<file path="src/rtl/sram_wp_pkg.sv">
package sram_wp_pkg;

  localparam int MAX_PAGES  = 16;
  localparam int PAGE_LSB   = 10;
  localparam int PAGE_IDX_W = 4;
  localparam int REG_W      = 32;

  typedef enum logic {
    SEL_PROT   = 1'b0,
    SEL_STATUS = 1'b1
  } cfg_sel_e;

  // page number of a byte address inside the SRAM window
  function automatic logic [PAGE_IDX_W-1:0] page_of(input logic [PAGE_LSB+PAGE_IDX_W-1:0] a);
    return a[PAGE_LSB +: PAGE_IDX_W];
  endfunction

  // bits that correspond to implemented pages
  function automatic logic [MAX_PAGES-1:0] impl_mask(input int pages);
    logic [MAX_PAGES-1:0] m;
    for (int i = 0; i < MAX_PAGES; i++) m[i] = (i < pages);
    return m;
  endfunction

endpackage

</file>
<file path="src/rtl/wp_prot_reg.sv">
module wp_prot_reg
  import sram_wp_pkg::*;
#(
  parameter int PAGES = 16
) (
  input  logic                 clk,
  input  logic                 rst_n,
  input  logic                 set_en,
  input  logic [MAX_PAGES-1:0] set_bits,
  output logic [MAX_PAGES-1:0] prot_q
);

  localparam logic [MAX_PAGES-1:0] MASK = impl_mask(PAGES);

  for (genvar i = 0; i < MAX_PAGES; i++) begin : g_bit
    if (MASK[i]) begin : g_impl
      always_ff @(posedge clk or negedge rst_n) begin
        if (!rst_n)                    prot_q[i] <= 1'b0;
        else if (set_en && set_bits[i]) prot_q[i] <= 1'b1;
      end
    end else begin : g_tie
      assign prot_q[i] = 1'b0;
    end
  end


  set_only_chk: assert property (@(posedge clk) disable iff (!rst_n)
    1'b1 |=> ((prot_q & $past(prot_q)) == $past(prot_q)));


  set_takes_chk: assert property (@(posedge clk) disable iff (!rst_n)
    set_en |=> ((prot_q & $past(set_bits) & MASK) == ($past(set_bits) & MASK)));

endmodule

</file>
<file path="src/rtl/wp_write_gate.sv">
module wp_write_gate
  import sram_wp_pkg::*;
#(
  parameter int ADDR_W = 14,
  parameter int BE_W   = 4
) (
  input  logic                 clk,
  input  logic                 rst_n,
  input  logic [MAX_PAGES-1:0] prot,
  input  logic [ADDR_W-1:0]    mem_addr,
  input  logic                 mem_we,
  input  logic [BE_W-1:0]      mem_be,
  input  logic                 mem_re,
  output logic [ADDR_W-1:0]    sram_addr,
  output logic                 sram_we,
  output logic [BE_W-1:0]      sram_be,
  output logic                 sram_re,
  output logic                 blocked
);

  localparam int WIN_W = PAGE_LSB + PAGE_IDX_W;

  logic [PAGE_IDX_W-1:0] page;
  logic                  page_locked;

  assign page        = page_of(mem_addr[WIN_W-1:0]);
  assign page_locked = prot[page];
  assign blocked     = mem_we && page_locked;

  assign sram_addr = mem_addr;
  assign sram_re   = mem_re;
  assign sram_we   = mem_we && !page_locked;
  assign sram_be   = page_locked ? '0 : mem_be;


  no_invented_wr_chk: assert property (@(posedge clk) disable iff (!rst_n)
    sram_we |-> mem_we);


  strobe_gate_chk: assert property (@(posedge clk) disable iff (!rst_n)
    blocked |-> (sram_be == '0 && !sram_we));

endmodule

</file>
<file path="src/rtl/wp_viol_flag.sv">
module wp_viol_flag (
  input  logic clk,
  input  logic rst_n,
  input  logic set_evt,
  input  logic clr_evt,
  output logic flag_q
);

  always_ff @(posedge clk or negedge rst_n) begin
    if (!rst_n)       flag_q <= 1'b0;
    else if (set_evt) flag_q <= 1'b1;
    else if (clr_evt) flag_q <= 1'b0;
  end


  viol_set_chk: assert property (@(posedge clk) disable iff (!rst_n)
    set_evt |=> flag_q);


  viol_sticky_chk: assert property (@(posedge clk) disable iff (!rst_n)
    (flag_q && !clr_evt) |=> flag_q);


  viol_clear_chk: assert property (@(posedge clk) disable iff (!rst_n)
    (clr_evt && !set_evt) |=> !flag_q);

endmodule

</file>
<file path="src/rtl/sram_page_guard.sv">
module sram_page_guard
  import sram_wp_pkg::*;
#(
  parameter int PAGES  = 16,
  parameter int ADDR_W = 14,
  parameter int BE_W   = 4
) (
  input  logic              clk,
  input  logic              rst_n,
  input  logic              cfg_we,
  input  logic              cfg_sel,
  input  logic [31:0]       cfg_wdata,
  output logic [31:0]       cfg_rdata,
  input  logic [ADDR_W-1:0] mem_addr,
  input  logic              mem_we,
  input  logic [BE_W-1:0]   mem_be,
  input  logic              mem_re,
  output logic [ADDR_W-1:0] sram_addr,
  output logic              sram_we,
  output logic [BE_W-1:0]   sram_be,
  output logic              sram_re,
  output logic              wp_violation
);

  localparam int WIN_W = PAGE_LSB + PAGE_IDX_W;

  logic [MAX_PAGES-1:0] prot_q;
  logic                 prot_wr;
  logic                 stat_clr;
  logic                 wr_blocked;
  logic                 cfg_hi_unused;

  assign prot_wr       = cfg_we && (cfg_sel == SEL_PROT);
  assign stat_clr      = cfg_we && (cfg_sel == SEL_STATUS) && cfg_wdata[0];
  assign cfg_hi_unused = ^cfg_wdata[31:16];

  wp_prot_reg #(.PAGES(PAGES)) u_prot (
    .clk      (clk),
    .rst_n    (rst_n),
    .set_en   (prot_wr),
    .set_bits (cfg_wdata[MAX_PAGES-1:0]),
    .prot_q   (prot_q)
  );

  wp_write_gate #(.ADDR_W(ADDR_W), .BE_W(BE_W)) u_gate (
    .clk       (clk),
    .rst_n     (rst_n),
    .prot      (prot_q),
    .mem_addr  (mem_addr),
    .mem_we    (mem_we),
    .mem_be    (mem_be),
    .mem_re    (mem_re),
    .sram_addr (sram_addr),
    .sram_we   (sram_we),
    .sram_be   (sram_be),
    .sram_re   (sram_re),
    .blocked   (wr_blocked)
  );

  wp_viol_flag u_flag (
    .clk     (clk),
    .rst_n   (rst_n),
    .set_evt (wr_blocked),
    .clr_evt (stat_clr),
    .flag_q  (wp_violation)
  );

  always_comb begin
    if (cfg_sel == SEL_PROT) cfg_rdata = {16'h0000, prot_q};
    else                     cfg_rdata = {31'h0, wp_violation};
  end


  locked_page_wr_chk: assert property (@(posedge clk) disable iff (!rst_n)
    (mem_we && prot_q[page_of(mem_addr[WIN_W-1:0])]) |-> !sram_we);


  read_pass_chk: assert property (@(posedge clk) disable iff (!rst_n)
    (sram_re == mem_re) && (sram_addr == mem_addr));


  unimpl_zero_chk: assert property (@(posedge clk) disable iff (!rst_n)
    (prot_q & ~impl_mask(PAGES)) == '0);

endmodule

</file>
<file path="config.mk">
export PLATFORM = sky130hd
export DESIGN_NAME = sram_page_guard
export DESIGN_NICKNAME = d
export VERILOG_FILES = /design/src/rtl/sram_wp_pkg.sv /design/src/rtl/wp_prot_reg.sv /design/src/rtl/wp_write_gate.sv /design/src/rtl/wp_viol_flag.sv /design/src/rtl/sram_page_guard.sv
export SDC_FILE = /design/constraint.sdc
export NUM_CORES = 1
export LEC_CHECK = 0
export ABC_CLOCK_PERIOD_IN_PS = 1980
export BUFFER_PORTS_ARGS = -buffer_cell sky130_fd_sc_hd__buf_2
export CORE_MARGIN = 4
export CORE_UTILIZATION = 40
export DETAILED_ROUTE_END_ITERATION = 8
export GPL_ROUTABILITY_DRIVEN = 0
export PLACE_DENSITY = 0.85
export SLEW_MARGIN = 20
export SYNTH_ARGS = -nofsm -noshare
export SYNTH_HDL_FRONTEND = slang
export SYNTH_SLANG_ARGS = --single-unit
</file>
<file path="constraint.sdc">
create_clock -name clk -period 1.98 [get_ports clk]
set_input_delay 0.198 -clock clk [delete_from_list [all_inputs] [get_ports clk]]
set_output_delay 0.198 -clock clk [all_outputs]
set_load 0.005 [all_outputs]
</file>
==> impl_metrics.tcl <==
set metrics [dict create \
    diodes 0 \
    clock_latency_ns 0.29 \
    grt_max_degree 19 \
    comb_power_share_pct 20.4 \
    post_drt_wl_per_cell_um 13.2 \
    switching_share_pct 27.0 \
    fin_cells 188 \
    run_status "finished clean" \
    viasPerCell 4.83 \
    postRouteAntennaNets 0 \
    overflow 0 \
    worstPathArrival_ns 1.70 \
    yosys.area.top_type "dfrtp_1" \
    syn2layout_area_growth_pct 13.0 \
    dr.pass1.iters 4 \
    cp-start-kind "flop" \
    synthTopCellsByCount "buf_4 (31), dfrtp_1 (17), nor2b_1 (17), a21o_1 (16), nor3b_2 (5)" \
    min_delay_path_depth 2 \
    fp.dieH_um 63.0 \
    period_needed_ns 1.90 \
    netlist_instances 117 \
    clk_path_buf_depth 2 \
    netSwitchingPower_mw 0.182 \
    initial_core_util_pct 42.8 \
    layout-drive-gt1-share_pct 45.9 \
    dpl.hpwl_mm 2.03 \
    post_cts_buffers 0 \
    detail_route.iter0.violations 9 \
    antenna_found_initial 0 \
    crit_path_end_kind "primary output" \
    synth_area_mm2 0.00121 \
    grt_pass1_wl_mm 3.91 \
    tritoncts "yes" \
    synth_cell_type_count 27 \
    synth_area_per_cell_um2 10.4 \
    row_count 19 \
    report.final.setup_viol 0 \
    numPlacedInstances 183 \
    slowest_stage "dfrtp_1" \
    maxCapViolCount 0 \
    ios 109 \
    synth_area_leaders "dfrtp_1 (35%), buf_4 (19%), a21o_1 (9.9%)" \
    port_buffers 54 \
    powerDensity_mw_per_mm2 491 \
    maxSlewViolCount 0 \
    cts_root_buf "clkbuf_4" \
    crit_type "reg2out" \
    internal_power_mw 0.490 \
    cts-buffers-inserted 3 \
    crit_fanout 5 \
    yosysSeqAreaShare_pct 35.1 \
    synth_top_cell_area_share_pct 35.1 \
    htreeDepth 1 \
    peakVddDrop_uv 336 \
    die-area_mm2 0.00397 \
    final_core_util_pct 48.4 \
    clk_pin_slew_worst_paths_ns 0.10 \
    core_mm2 0.00283 \
    cts_sinks 17 \
    fin_crit_sh_pct 95.9 \
    ys.flop_type "dfrtp_1" \
    cp_cell_sequence "mux2_4 -> o22a_1 -> and4bb_4 -> nor3b_2 -> buf_2" \
    rsz0062_at_grt "true" \
    clockPowerShare_pct 27.2 \
    route.detailed.drc 0 \
    p_leak_nw 0.631 \
    worstPathRequired_ns 1.78 \
    post-synth-top-count-cell "buf_4" \
    via_count 908 \
    die_w_um 63.0 \
    max_freq_ghz 0.527 \
    yosysWarnings 0 \
    ys_async_sr_fraction_pct 100 \
    ff2ff_path_depth 4 \
    synth_edf_count 0 \
    grtUsageTotal_pct 12.3 \
    worstHoldPathType "in2reg" \
    grt_pass1_vias 858 \
    hold_viol 0 \
    cpPeakStageDelay_ns 0.41 \
    seqPwrFrac_pct 52.4 \
    nets 214 \
    clock_skew_ns 0.00305 \
    synth_seq_cells 17 \
    routed_wl_mm 2.49 \
]
per-layer routing:
metal  track usage (%)  part of all wire (%)
met4              6.61                   1.5
met2              19.4                    46
met3              2.52                    13
met1              15.7                    40
met5                 0                     0
metrics by stage:
| step | area [um^2] | hold slack [ns] | total power [mW] | TNS, ns | worst slack, ns |
|---|---|---|---|---|---|
| 2_1_floorplan | 1270 | -0.0976 | 0.467 | 0 | 0.564 |
| 3_3_place_gp | 1330 | 0.126 | 0.493 | 0 | 0.328 |
| 3_5_place_dp | 1330 | 0.134 | 0.495 | 0 | 0.330 |
| 4_1_cts | 1370 | 0.0925 | 0.677 | 0 | 0.0357 |
| 5_1_grt | 1370 | 0.0845 | 0.705 | -0.0243 | -0.0243 |
| 6_report | 1370 | 0.102 | 0.672 | 0 | 0.0817 |
cell usage in the layout (no fill, tap or decap), drive strengths merged, types with 3 or more instances in the layout:
| cell | n |
|---|---|
| conb | 16 |
| dfrtp | 17 |
| buf | 55 |
| a21o | 16 |
| nor3b | 5 |
| nand2 | 4 |
| nor2b | 17 |
| clkbuf | 3 |
| mux2 | 6 |
final cells by class:
type	count	area, um^2
multi-input combinational	80	589
tap	31	38.8
clock inverter	1	5.00
timing repair buffer	56	288
fill	278	1460
sequential	17	425
clock buffer	3	22.5
cells by family after synthesis:
kind of cell,after synthesis,synth area share (%)
AO/OA/AOI/OAI,24,16.4
buffers and inverters,35,21.2
flip-flops,17,35.1
multiplexers,8,7.85
other,1,0.310
AND/OR/NAND/NOR,32,19.1
power by group through the flow:
stage | sequential, mW | clock [mW] | combinational (mW)
after floorplan | 0.359 | 0 | 0.109
after global placement | 0.359 | 0 | 0.134
final | 0.352 | 0.182 | 0.137
after global routing | 0.353 | 0.200 | 0.153
after CTS | 0.352 | 0.187 | 0.138
after detailed placement | 0.359 | 0 | 0.136
flip-flops by register name, summed over array words and instances (netlist names):
register	flops
u_prot.prot_q	16
u_flag.flag_q	1
final timing paths:
path                                   start                end  slack (ns)
max                         u_prot.prot_q[0]         sram_be[2]        0.08
min                            cfg_wdata[14]  u_prot.prot_q[14]        0.10
max reg2reg                u_prot.prot_q[15]      u_flag.flag_q        0.70
min reg2reg                u_prot.prot_q[15]  u_prot.prot_q[15]        0.48
max in group asynchronous              rst_n      u_flag.flag_q        1.36
min in group asynchronous              rst_n   u_prot.prot_q[7]        0.35
critical path, delay by kind of cell (launching register included):
kind            cells  cell delay, ns
mux                 1            0.27
flops               1            0.41
simple gates        2            0.40
compound gates      1            0.21
buf+inv             1            0.13
repair_timing:
action	4_1_cts	5_1_grt
resized for setup	0	2
hold endpoints to repair	17	0
setup endpoints to repair	0	5
hold buffers	1	0
(Power assumes the default switching activity.)
